$ cat src/rtl/rfd_pkg.sv
package rfd_pkg;

  typedef enum logic [1:0] {
    ST_HUNT = 2'd0,
    ST_SOF  = 2'd1,
    ST_GAP  = 2'd2,
    ST_CHAR = 2'd3
  } rfd_state_e;

  function automatic int unsigned rfd_max2(input int unsigned a, input int unsigned b);
    return (a > b) ? a : b;
  endfunction

endpackage

$ cat src/rtl/rfd_phase_ctr.sv
module rfd_phase_ctr #(
  parameter int SPB     = 4,
  parameter int PW      = 5
) (
  input  logic          clk,
  input  logic          rst_n,
  input  logic          clr,
  input  logic          adv,
  input  logic          wrap_en,
  output logic [PW-1:0] pos_inc,
  output logic          mid
);
  localparam logic [PW-1:0] SPB_V = PW'(SPB);
  localparam logic [PW-1:0] MID_V = PW'(SPB / 2);
  localparam logic [PW-1:0] TOP_V = '1;

  logic [PW-1:0] pos;

  assign pos_inc = (pos == TOP_V) ? pos : pos + 1'b1;
  assign mid     = (pos_inc == MID_V);

  always_ff @(posedge clk) begin
    if (!rst_n) begin
      pos <= '0;
    end else if (clr) begin
      pos <= '0;
    end else if (adv) begin
      if (wrap_en && (pos_inc >= SPB_V)) pos <= '0;
      else                               pos <= pos_inc;
    end
  end

endmodule

$ cat src/rtl/rfd_char_shift.sv
module rfd_char_shift #(
  parameter int CHAR_W  = 10,
  parameter int CW      = 4,
  parameter int CNT_TOP = 13
) (
  input  logic              clk,
  input  logic              rst_n,
  input  logic              clr,
  input  logic              step,
  input  logic              bit_in,
  output logic [CHAR_W-1:0] shifted,
  output logic [CW-1:0]     cnt,
  output logic [CW-1:0]     cnt_inc
);
  logic [CHAR_W-1:0] sh;

  assign shifted = {bit_in, sh[CHAR_W-1:1]};
  assign cnt_inc = cnt + 1'b1;

  always_ff @(posedge clk) begin
    if (!rst_n || clr) begin
      sh  <= '0;
      cnt <= '0;
    end else if (step) begin
      sh  <= shifted;
      cnt <= cnt_inc;
    end
  end

  AST_CNT_CEIL: assert property (@(posedge clk) disable iff (!rst_n)
    cnt <= CW'(CNT_TOP)) else $error("bit counter past its ceiling");

endmodule

$ cat src/rtl/rfd_frame_fsm.sv
module rfd_frame_fsm
  import rfd_pkg::*;
#(
  parameter int DATA_W    = 8,
  parameter int SOF_MIN   = 10,
  parameter int SOF_MAX   = 12,
  parameter int GAP_MAX   = 25,
  parameter int MAX_FRAME = 64,
  parameter int CHAR_W    = DATA_W + 2,
  parameter int CW        = 4,
  parameter int PW        = 5,
  parameter int LEN_W     = 7
) (
  input  logic              clk,
  input  logic              rst_n,
  input  logic              smp_valid,
  input  logic              smp_bit,
  input  logic [LEN_W-1:0]  max_bytes,
  input  logic [PW-1:0]     pos_inc,
  input  logic              mid,
  input  logic [CHAR_W-1:0] shifted,
  input  logic [CW-1:0]     cnt,
  input  logic [CW-1:0]     cnt_inc,
  output logic              p_clr,
  output logic              p_adv,
  output logic              p_wrap,
  output logic              c_clr,
  output logic              c_step,
  output logic              wr_valid,
  output logic [LEN_W-1:0]  wr_addr,
  output logic [DATA_W-1:0] wr_data,
  output logic              frame_done,
  output logic [LEN_W-1:0]  frame_len,
  output logic              char_err
);
  localparam logic [CW-1:0]    SOF_MIN_V = CW'(SOF_MIN);
  localparam logic [CW-1:0]    SOF_MAX_V = CW'(SOF_MAX);
  localparam logic [CW-1:0]    CHAR_V    = CW'(CHAR_W);
  localparam logic [PW-1:0]    GAP_V     = PW'(GAP_MAX);
  localparam logic [LEN_W-1:0] FRAME_V   = LEN_W'(MAX_FRAME);
  localparam logic [LEN_W-1:0] ONE_V     = LEN_W'(1);

  rfd_state_e       st, st_n;
  logic [LEN_W-1:0] bytes, bytes_n, bytes_inc, lim, len_n;
  logic             wr_n, done_n, err_n;
  logic             char_ok, char_eof;

  assign lim       = (max_bytes == '0) ? ONE_V :
                     ((max_bytes > FRAME_V) ? FRAME_V : max_bytes);
  assign bytes_inc = bytes + 1'b1;
  assign char_ok   = shifted[CHAR_W-1] & ~shifted[0];
  assign char_eof  = (shifted == '0);

  always_comb begin
    st_n    = st;
    bytes_n = bytes;
    len_n   = frame_len;
    p_clr   = 1'b0;
    p_adv   = 1'b0;
    p_wrap  = 1'b1;
    c_clr   = 1'b0;
    c_step  = 1'b0;
    wr_n    = 1'b0;
    done_n  = 1'b0;
    err_n   = 1'b0;
    if (smp_valid) begin
      unique case (st)
        ST_HUNT: begin
          if (!smp_bit) begin
            st_n  = ST_SOF;
            p_clr = 1'b1;
            c_clr = 1'b1;
          end
        end
        ST_SOF: begin
          p_adv = 1'b1;
          if (mid) begin
            if (smp_bit) begin
              if (cnt >= SOF_MIN_V) begin
                st_n    = ST_GAP;
                p_clr   = 1'b1;
                bytes_n = '0;
              end else begin
                st_n = ST_HUNT;
              end
            end else begin
              c_step = 1'b1;
              if (cnt_inc > SOF_MAX_V) st_n = ST_HUNT;
            end
          end
        end
        ST_GAP: begin
          if (smp_bit) begin
            p_adv  = 1'b1;
            p_wrap = 1'b0;
            if (pos_inc > GAP_V) st_n = ST_HUNT;
          end else begin
            st_n  = ST_CHAR;
            p_clr = 1'b1;
            c_clr = 1'b1;
          end
        end
        ST_CHAR: begin
          p_adv = 1'b1;
          if (mid) begin
            c_step = 1'b1;
            if (cnt_inc == CHAR_V) begin
              if (char_ok) begin
                wr_n    = 1'b1;
                bytes_n = bytes_inc;
                if (bytes_inc >= lim) begin
                  done_n = 1'b1;
                  len_n  = bytes_inc;
                  st_n   = ST_HUNT;
                end else begin
                  st_n  = ST_GAP;
                  p_clr = 1'b1;
                end
              end else if (char_eof && (bytes != '0)) begin
                done_n = 1'b1;
                len_n  = bytes;
                st_n   = ST_HUNT;
              end else begin
                err_n = 1'b1;
                st_n  = ST_HUNT;
              end
            end
          end
        end
        default: st_n = ST_HUNT;
      endcase
    end
  end

  always_ff @(posedge clk) begin
    if (!rst_n) begin
      st         <= ST_HUNT;
      bytes      <= '0;
      wr_valid   <= 1'b0;
      wr_addr    <= '0;
      wr_data    <= '0;
      frame_done <= 1'b0;
      frame_len  <= '0;
      char_err   <= 1'b0;
    end else begin
      st         <= st_n;
      bytes      <= bytes_n;
      wr_valid   <= wr_n;
      frame_done <= done_n;
      frame_len  <= len_n;
      char_err   <= err_n;
      if (wr_n) begin
        wr_addr <= bytes;
        wr_data <= shifted[DATA_W:1];
      end
    end
  end

  AST_DONE_ERR_EXCL: assert property (@(posedge clk) disable iff (!rst_n)
    frame_done |-> !char_err) else $error("done and error together");
  AST_DONE_ONE_CYCLE: assert property (@(posedge clk) disable iff (!rst_n)
    frame_done |=> !frame_done) else $error("done longer than a cycle");
  AST_ERR_ONE_CYCLE: assert property (@(posedge clk) disable iff (!rst_n)
    char_err |=> !char_err) else $error("error longer than a cycle");
  AST_STALL_QUIET: assert property (@(posedge clk) disable iff (!rst_n)
    !smp_valid |=> !(wr_valid || frame_done || char_err)) else $error("output on stall");
  AST_LEN_NONZERO: assert property (@(posedge clk) disable iff (!rst_n)
    frame_done |-> (frame_len != '0)) else $error("empty frame reported");
  AST_LEN_CAP: assert property (@(posedge clk) disable iff (!rst_n)
    frame_done |-> (frame_len <= (($past(max_bytes) == '0) ? ONE_V :
                   (($past(max_bytes) > FRAME_V) ? FRAME_V : $past(max_bytes)))))
    else $error("frame longer than ceiling");

endmodule

$ cat src/rtl/rfd_frame_decoder.sv
module rfd_frame_decoder
  import rfd_pkg::*;
#(
  parameter int DATA_W    = 8,
  parameter int SPB       = 4,
  parameter int SOF_MIN   = 10,
  parameter int SOF_MAX   = 12,
  parameter int GAP_MAX   = 25,
  parameter int MAX_FRAME = 64,
  parameter int LEN_W     = $clog2(MAX_FRAME + 1)
) (
  input  logic              clk,
  input  logic              rst_n,
  input  logic              smp_valid,
  input  logic              smp_bit,
  input  logic [LEN_W-1:0]  max_bytes,
  output logic              wr_valid,
  output logic [LEN_W-1:0]  wr_addr,
  output logic [DATA_W-1:0] wr_data,
  output logic              frame_done,
  output logic [LEN_W-1:0]  frame_len,
  output logic              char_err
);
  localparam int CHAR_W  = DATA_W + 2;
  localparam int CNT_TOP = rfd_max2(SOF_MAX + 1, CHAR_W);
  localparam int CW      = $clog2(CNT_TOP + 2);
  localparam int PW      = $clog2(rfd_max2(GAP_MAX + 2, SPB + 1) + 1);

  logic              p_clr, p_adv, p_wrap, mid;
  logic [PW-1:0]     pos_inc;
  logic              c_clr, c_step;
  logic [CHAR_W-1:0] shifted;
  logic [CW-1:0]     cnt, cnt_inc;

  rfd_phase_ctr #(.SPB(SPB), .PW(PW)) u_phase (
    .clk(clk), .rst_n(rst_n), .clr(p_clr), .adv(p_adv), .wrap_en(p_wrap),
    .pos_inc(pos_inc), .mid(mid)
  );

  rfd_char_shift #(.CHAR_W(CHAR_W), .CW(CW), .CNT_TOP(CNT_TOP)) u_shift (
    .clk(clk), .rst_n(rst_n), .clr(c_clr), .step(c_step), .bit_in(smp_bit),
    .shifted(shifted), .cnt(cnt), .cnt_inc(cnt_inc)
  );

  rfd_frame_fsm #(
    .DATA_W(DATA_W), .SOF_MIN(SOF_MIN), .SOF_MAX(SOF_MAX), .GAP_MAX(GAP_MAX),
    .MAX_FRAME(MAX_FRAME), .CHAR_W(CHAR_W), .CW(CW), .PW(PW), .LEN_W(LEN_W)
  ) u_fsm (
    .clk(clk), .rst_n(rst_n), .smp_valid(smp_valid), .smp_bit(smp_bit),
    .max_bytes(max_bytes), .pos_inc(pos_inc), .mid(mid), .shifted(shifted),
    .cnt(cnt), .cnt_inc(cnt_inc), .p_clr(p_clr), .p_adv(p_adv), .p_wrap(p_wrap),
    .c_clr(c_clr), .c_step(c_step), .wr_valid(wr_valid), .wr_addr(wr_addr),
    .wr_data(wr_data), .frame_done(frame_done), .frame_len(frame_len),
    .char_err(char_err)
  );

endmodule

$ cat config.mk
export PLATFORM = sky130hd
export DESIGN_NAME = rfd_frame_decoder
export DESIGN_NICKNAME = d
export VERILOG_FILES = /design/src/rtl/rfd_pkg.sv /design/src/rtl/rfd_phase_ctr.sv /design/src/rtl/rfd_char_shift.sv /design/src/rtl/rfd_frame_fsm.sv /design/src/rtl/rfd_frame_decoder.sv
export SDC_FILE = /design/constraint.sdc
export NUM_CORES = 1
export LEC_CHECK = 0
export BUFFER_PORTS_ARGS = -buffer_cell sky130_fd_sc_hd__buf_4
export CAP_MARGIN = 20
export CORE_MARGIN = 2
export CORE_UTILIZATION = 50
export CTS_BUF_LIST = sky130_fd_sc_hd__clkbuf_16
export CTS_CLUSTER_SIZE = 24
export DETAILED_ROUTE_END_ITERATION = 8
export HOLD_SLACK_MARGIN = 0.05
export PLACE_DENSITY = 0.7
export SKIP_CTS_REPAIR_TIMING = 1
export SLEW_MARGIN = 20
export SYNTH_ARGS = -nofsm -noshare
export SYNTH_HDL_FRONTEND = slang
export SYNTH_SLANG_ARGS = --single-unit
$ cat constraint.sdc
create_clock -name clk -period 6.2 [get_ports clk]
set_clock_uncertainty 0.2 [all_clocks]
set_input_delay 0.31 -clock clk [delete_from_list [all_inputs] [get_ports clk]]
set_output_delay 0.31 -clock clk [all_outputs]
set_load 0.1 [all_outputs]
-- Word-level counts from Yosys, hierarchy flattened
Index checks and enable logic that the tools add are counted.
- bits in registers: 53
- latch bits: 0
- bits in writable memories: 0
- memory bits (read-only): 0
- input port bits: 11
- logic and storage cells: 117
- memories kept: 0
- $add $sub $neg: 3
- multiply operators: 0
- divide/modulo/power cells: 0
- magnitude comparators: 6
- equality and inequality tests: 16
- shift-type cells: 0
- muxes and demuxes: 56
- bitwise operators: 7
- reduce and logical (&&, ||, !) cells: 18
- operator list (cell ; number):
    7-bit 2-to-1 mux ; 11
    1-bit 2-to-1 mux ; 27
    2-bit 2-to-1 mux ; 11
    7-bit one-hot mux with 2 select lines ; 1
    10-bit logical NOT ; 1
    5-bit 2-to-1 mux ; 2
    2-bit inequality test (second input constant) ; 5
    2-bit one-hot mux with 4 select lines ; 1
    8-bit AND reduction ; 1
    7-bit by 1-bit adder with 7-bit output (second input constant) ; 1
    7-bit greater-or-equal comparator ; 1
    7-bit > comparator (second input constant) ; 1
    7-bit logical NOT ; 1
    7-bit AND reduction ; 1
    7-bit nonzero test ; 1
    2-bit by 1-bit inequality test with 1-bit output (second input constant) ; 3
    3-bit by 2-bit inequality test with 1-bit output (second input constant) ; 2
    1-bit NOT ; 6
    6-bit AND reduction ; 1
    2-bit OR reduction ; 3
    6-bit OR reduction ; 1
    5-bit by 1-bit adder with 5-bit output (second input constant) ; 1
    5-bit by 2-bit equality test with 1-bit output (second input constant) ; 1
    5-bit equality test (second input constant) ; 1
    17 further kinds ; 21

-- Logic depth before layout (Yosys ltp)
- depth after elaboration: 11
- mapped depth: 12
- mapped depth without buffers: 10

-- Cells and area by module
From an unflattened synthesis, not the netlist that was laid out.
- cells, all modules: 338
- area total of the unflattened synthesis: 2846.5 um^2
- modules (own cells, without submodules) (module ; instances ; cells an instance ; area each (um^2)):
    rfd_frame_fsm ; 1 ; 240 ; 1939.4
    rfd_char_shift ; 1 ; 52 ; 545.5
    rfd_phase_ctr ; 1 ; 46 ; 361.6

-- Worst setup path before layout
No wires, ideal clock.
- path type: register -> register
- start point: register u_fsm.bytes[0]
- end point: register u_fsm.st[1]
- setup time: 0.135 ns
- data arrival time: 2.289 ns
- slack: 3.575 ns
- stages on the path, launching flop included: 12
- clock period less this slack: 2.625 ns
- cell sequence: dfxtp_1 -> ha_1 -> and3_1 -> clkbuf_1 -> nand3_1 -> xnor2_1 -> ha_1 -> o21ai_0 -> o211ai_1 -> a21oi_1 -> a2111oi_0 -> o22ai_1
- longest elaborated chain between the ends: 7
- ends and longest elaborated chain (element ; line ; text):
    start: declaration ; rfd_frame_fsm.sv:44 ; logic [LEN_W-1:0] bytes, bytes_n, bytes_inc, lim, len_n;
    start signal: assignment ; rfd_frame_fsm.sv:147 ; bytes <= bytes_n;
    7-bit by 1-bit adder with 7-bit output ; rfd_frame_fsm.sv:50 ; assign bytes_inc = bytes + 1'b1;
    7-bit greater-or-equal comparator ; rfd_frame_fsm.sv:111 ; if (bytes_inc >= lim) begin
    2-bit 2-to-1 mux ; rfd_frame_fsm.sv:111 ;
    2-bit 2-to-1 mux ; rfd_frame_fsm.sv:108 ; if (char_ok) begin
    2-bit 2-to-1 mux ; rfd_frame_fsm.sv:107 ; if (cnt_inc == CHAR_V) begin
    2-bit 2-to-1 mux ; rfd_frame_fsm.sv:105 ; if (mid) begin
    2-bit one-hot mux with 4 select lines ; rfd_frame_fsm.sv:67 ; unique case (st)
    end signal: assignment ; rfd_frame_fsm.sv:146 ; st <= st_n;
    end: declaration ; rfd_frame_fsm.sv:43 ; rfd_state_e st, st_n;
Every way passes these cells. The select of a mux whose other input is x is not followed.
A chain may end at the register's enable or synchronous reset.

-- Worst setup path after layout
- start point: register u_fsm.bytes[0]
- end point: register u_fsm.frame_len[4]
- longest elaborated chain between the ends: 4
- elaborated cells on any way between the ends: 9
- classes of those cells: add/sub (1); order compare (1); eq/ne (1); mux (2); reduce/logical (4)
- ends and longest elaborated chain (element ; line ; text):
    7-bit by 1-bit adder with 7-bit output / 7-bit nonzero test (equally long branches) ; rfd_frame_fsm.sv:50, rfd_frame_fsm.sv:119 ;
    7-bit greater-or-equal comparator / 1-bit logical AND (equally long branches) ; rfd_frame_fsm.sv:111, rfd_frame_fsm.sv:119 ;
    2-bit inequality test (no line) / 2-bit nonzero test (equally long branches) ; - ;
    6-bit AND reduction (no line) ; - ;
    end signal: assignment ; rfd_frame_fsm.sv:150 ; frame_len <= len_n;
    end: declaration ; rfd_frame_fsm.sv:33 ; output logic [LEN_W-1:0] frame_len,
Parallel ways exist; a longest one is shown, timed or not. The select of a mux whose other input is x is not followed.

==> results.txt <==
----------------------------------------------------
[Run status]
  Run status ... complete, no violations

[Run]
  Number of maximum-capacitance violations ... 0

[Timing]
  Setup violation total in the final timing report ... 0
  Max-slew headroom at the worst pin ... 32.9%
  Worst-Margin Slew ... 1.00 ns
  Total negative slack for setup checks ... 0 ns
  Minimum clock period ... 3.20 ns
  RSZ-0062 raised after global routing ... no
  Worst hold slack after final layout ... 0.191 ns
  Highest achievable clock rate ... 312 MHz
  Hold Vio Cnt, Final ... 0
  Period utilization ... 51.6%
  Final setup margin ... 3.00 ns
  Total count of max-transition violations in the final report ... 0

[Critical path]
  Category of the critical setup timing path ... flop to flop
  R2r setup slk ... 3.00 ns
  Crit path max-delay family ... simple AND/OR/NAND/NOR gates
  Highest-delay cell along the critical path ... nand4bb_1
  Worst Path Max Fanout ... 8
  Setup crit end kind ... flop
  Critical Path, Cell by Cell ... ha_1, and3_1, nand3_1, xnor2_1, ha_1, o21ai_0, o211ai_1, a21oi_1, nand4bb_1, mux2i_1
  Worst R2R Start ... u_fsm.bytes[0]
  Crit path top cell by count ... ha_1
  Element type at the critical path start ... flop
  Required time worst endpoint ... 6.20 ns
  Arrival @ worst endpoint ... 3.21 ns
  Worst reg2reg endpoint ... u_fsm.frame_len[4]
  FF-to-FF path depth ... 10
  Crit path buffers/inverters ... 0
  Stage delay of the slowest cell on the critical path ... 0.56 ns

[Global route]
  Number of antenna violations at the first check in global routing ... 0
  GR Overflow Total ... 0
  Global-route usage over all layers ... 21.6%
  Maximum number of pins on one net before global-route repair ... 33
  Via count of the first global-routing pass ... 2,503
  First-pass GRT wire length ... 11.5 mm

[Synth]
  Share of flip-flops with an asynchronous set or reset ... 0%
  Synthesized netlist cell count ... 370
  Most frequently used flop master after synthesis ... dfxtp_1
  Post-synth design cell area ... 3070 um2
  Average cell area after synthesis ... 8.29 um2
  Post-synthesis cell type with the largest combined area ... dfxtp_1
  Proportion of netlist area held by the largest area contributor ... 33.9%
  Number of flops mapped to enable cells by yosys ... 0
  Syn. warnings ... 0
  Post-Synthesis Net Count ... 396
  Number of unique standard cell types used by synthesis ... 59
  Leading post-synthesis cells by cell area ... dfxtp_1, mux2i_1, ha_1
  #FFs+latches synth ... 52
  Seq/Total Area, Yosys ... 33.9%

[Placement]
  Placed insts ... 452
  Final HPWL DP ... 5.01 mm
  Count of input and output buffers ... 35
  RD Place Congestion ... 0.844
  Pre-CTS worst setup slack ... 2.99 ns
  Instance area after placement ... 3280 um2

[Floorplan]
  Total core area ... 5920 um2
  Number of top-level design ports ... 36
  Die width ... 82.3 um
  Die height ... 82.3 um
  Initial core utilization ... 51.8%
  Die footprint ... 6780 um2
  Standard-cell rows ... 28

[CTS]
  Clk pin slew, worst setup/hold paths ... 0.07 ns
  TritonCTS clock tree ... done
  Cell at the root of the clock tree ... clkbuf_16
  Clock sinks ... 52
  Total CTS buffers ... 5
  Depth of the CTS H-tree ... 2
  Latest clock arrival within the worst-skew pair ... 0.29 ns
  Clock Path Buffers ... 2

[Layout]
  Area of all placed cells without fillers ... 3430 um2
  Nets ... 410
  Antenna diode instance count ... 0
  Area growth from synthesis to layout ... 11.8%
  Final instance count without filler cells ... 460
  Layout cell share with drive strength beyond 1 ... 14.5%
  Post-layout utilization of the core ... 57.9%
  Most common library cell in the layout ignoring fill and taps ... dfxtp_1
  Highest-count cells in the layout ignoring fill and taps ... dfxtp_1, nand2_1, buf_4, nor2_1, o21ai_0

[Pwr]
  Peak VDD IR ... 0.193 mV
  Pwr Density ... 190 nW/um2
  Overall power after layout ... 652 uW
  Static leakage power ... 1.33 nW

[Route]
  Via count ... 2,745
  Ratio of routed vias to standard cells ... 5.97
  Final routed wire length divided by cell count ... 15.1 um
  Final antenna-violating net count ... 0
  Routed wire length ... 6.97 mm
  Detailed Route Iter0 Violations ... 145
  Number of remaining DRC errors ... 0
  Number of optimization iterations in the first detailed-route pass ... 5

[Hold path]
  Endpoint of the worst hold path ... u_shift.sh[9]
  Type of the most critical hold path ... input pin to flop
  Start point of the worst min-delay path ... smp_bit
  Count of cells along the worst hold path ... 3

----------------------------------------------------
state kept, by name, indices dropped and copies added, names as in the netlist:
register	cells
u_fsm.frame_len	7
u_shift.cnt	4
u_fsm.frame_done	1
u_phase.pos	5
u_fsm.char_err	1
u_shift.sh	9
u_fsm.wr_addr	7
u_fsm.bytes	7
u_fsm.wr_data	8
u_fsm.st	2
u_fsm.wr_valid	1
cell families after synthesis:
| group | count (synthesis) | share of synthesized area, % |
|---|---|---|
| xor gates and xnor gates | 15 | 4.28 |
| and+or+nand+nor | 143 | 24.7 |
| AOI/OAI and AO/OA | 84 | 18.2 |
| buffers and inverters | 42 | 6.61 |
| adders and majority gates | 15 | 6.12 |
| DFF | 52 | 33.9 |
| muxes | 19 | 6.20 |
cells in the mapped netlist (7+ instances only):
cell type and number:
dfxtp_1 52, a21oi_1 22, nor2_1 28, clkbuf_1 13, nor3_1 7, mux2i_1 19, buf_2 7, ha_1 15
o21ai_0 24, nand3_1 8, nand4_1 18, xnor2_1 12, nand2_1 41, and2_1 8, inv_1 13
worst reg2reg max path, cell delays in order, from the launching register on:
cell       delay, ns
dfxtp_1         0.41
ha_1            0.28
and3_1          0.31
nand3_1         0.18
xnor2_1         0.19
ha_1            0.30
o21ai_0         0.07
o211ai_1        0.17
a21oi_1         0.11
nand4bb_1       0.56
mux2i_1         0.34
layout make-up:
class                           count  area (um2)
Sequential cell                    52        1040
Clock inverter                      3        20.0
Multi-Input combinational cell    276        1830
Fill cell                         569        2490
Timing Repair Buffer               36         270
Clock buffer                        5         125
Inverter                           13        48.8
Tap cell                           75        93.8
power breakdown:
part | switching, mW | internal (mW)
clock | 0.126 | 0.149
sequential | 0.00282 | 0.335
combinational | 0.0241 | 0.0150
total | 0.153 | 0.499
worst max-delay path by stage:
stage	startpoint	end	slack, ns	cells after the start
after floorplan	u_fsm.bytes[0]	u_fsm.st[1]	3.58	11
after global placement	u_fsm.bytes[0]	u_fsm.frame_len[4]	3.17	10
after detailed placement	u_fsm.bytes[0]	u_fsm.frame_len[4]	2.99	10
after CTS	u_fsm.bytes[0]	u_fsm.frame_len[4]	2.97	10
after global routing	u_fsm.bytes[0]	u_fsm.frame_len[4]	2.75	10
final	u_fsm.bytes[0]	u_fsm.frame_len[4]	3.00	10
routing by layer:
metal | global-route usage (%) | up-vias | wire (um)
met5 | 0 | - | 0
met4 | 4.00 | 0 | 50
met3 | 3.80 | 6 | 321
met2 | 38.0 | 69 | 3460
met1 | 27.8 | 1302 | 3140
li1 | - | 1368 | -
(Power assumes the default switching activity.)
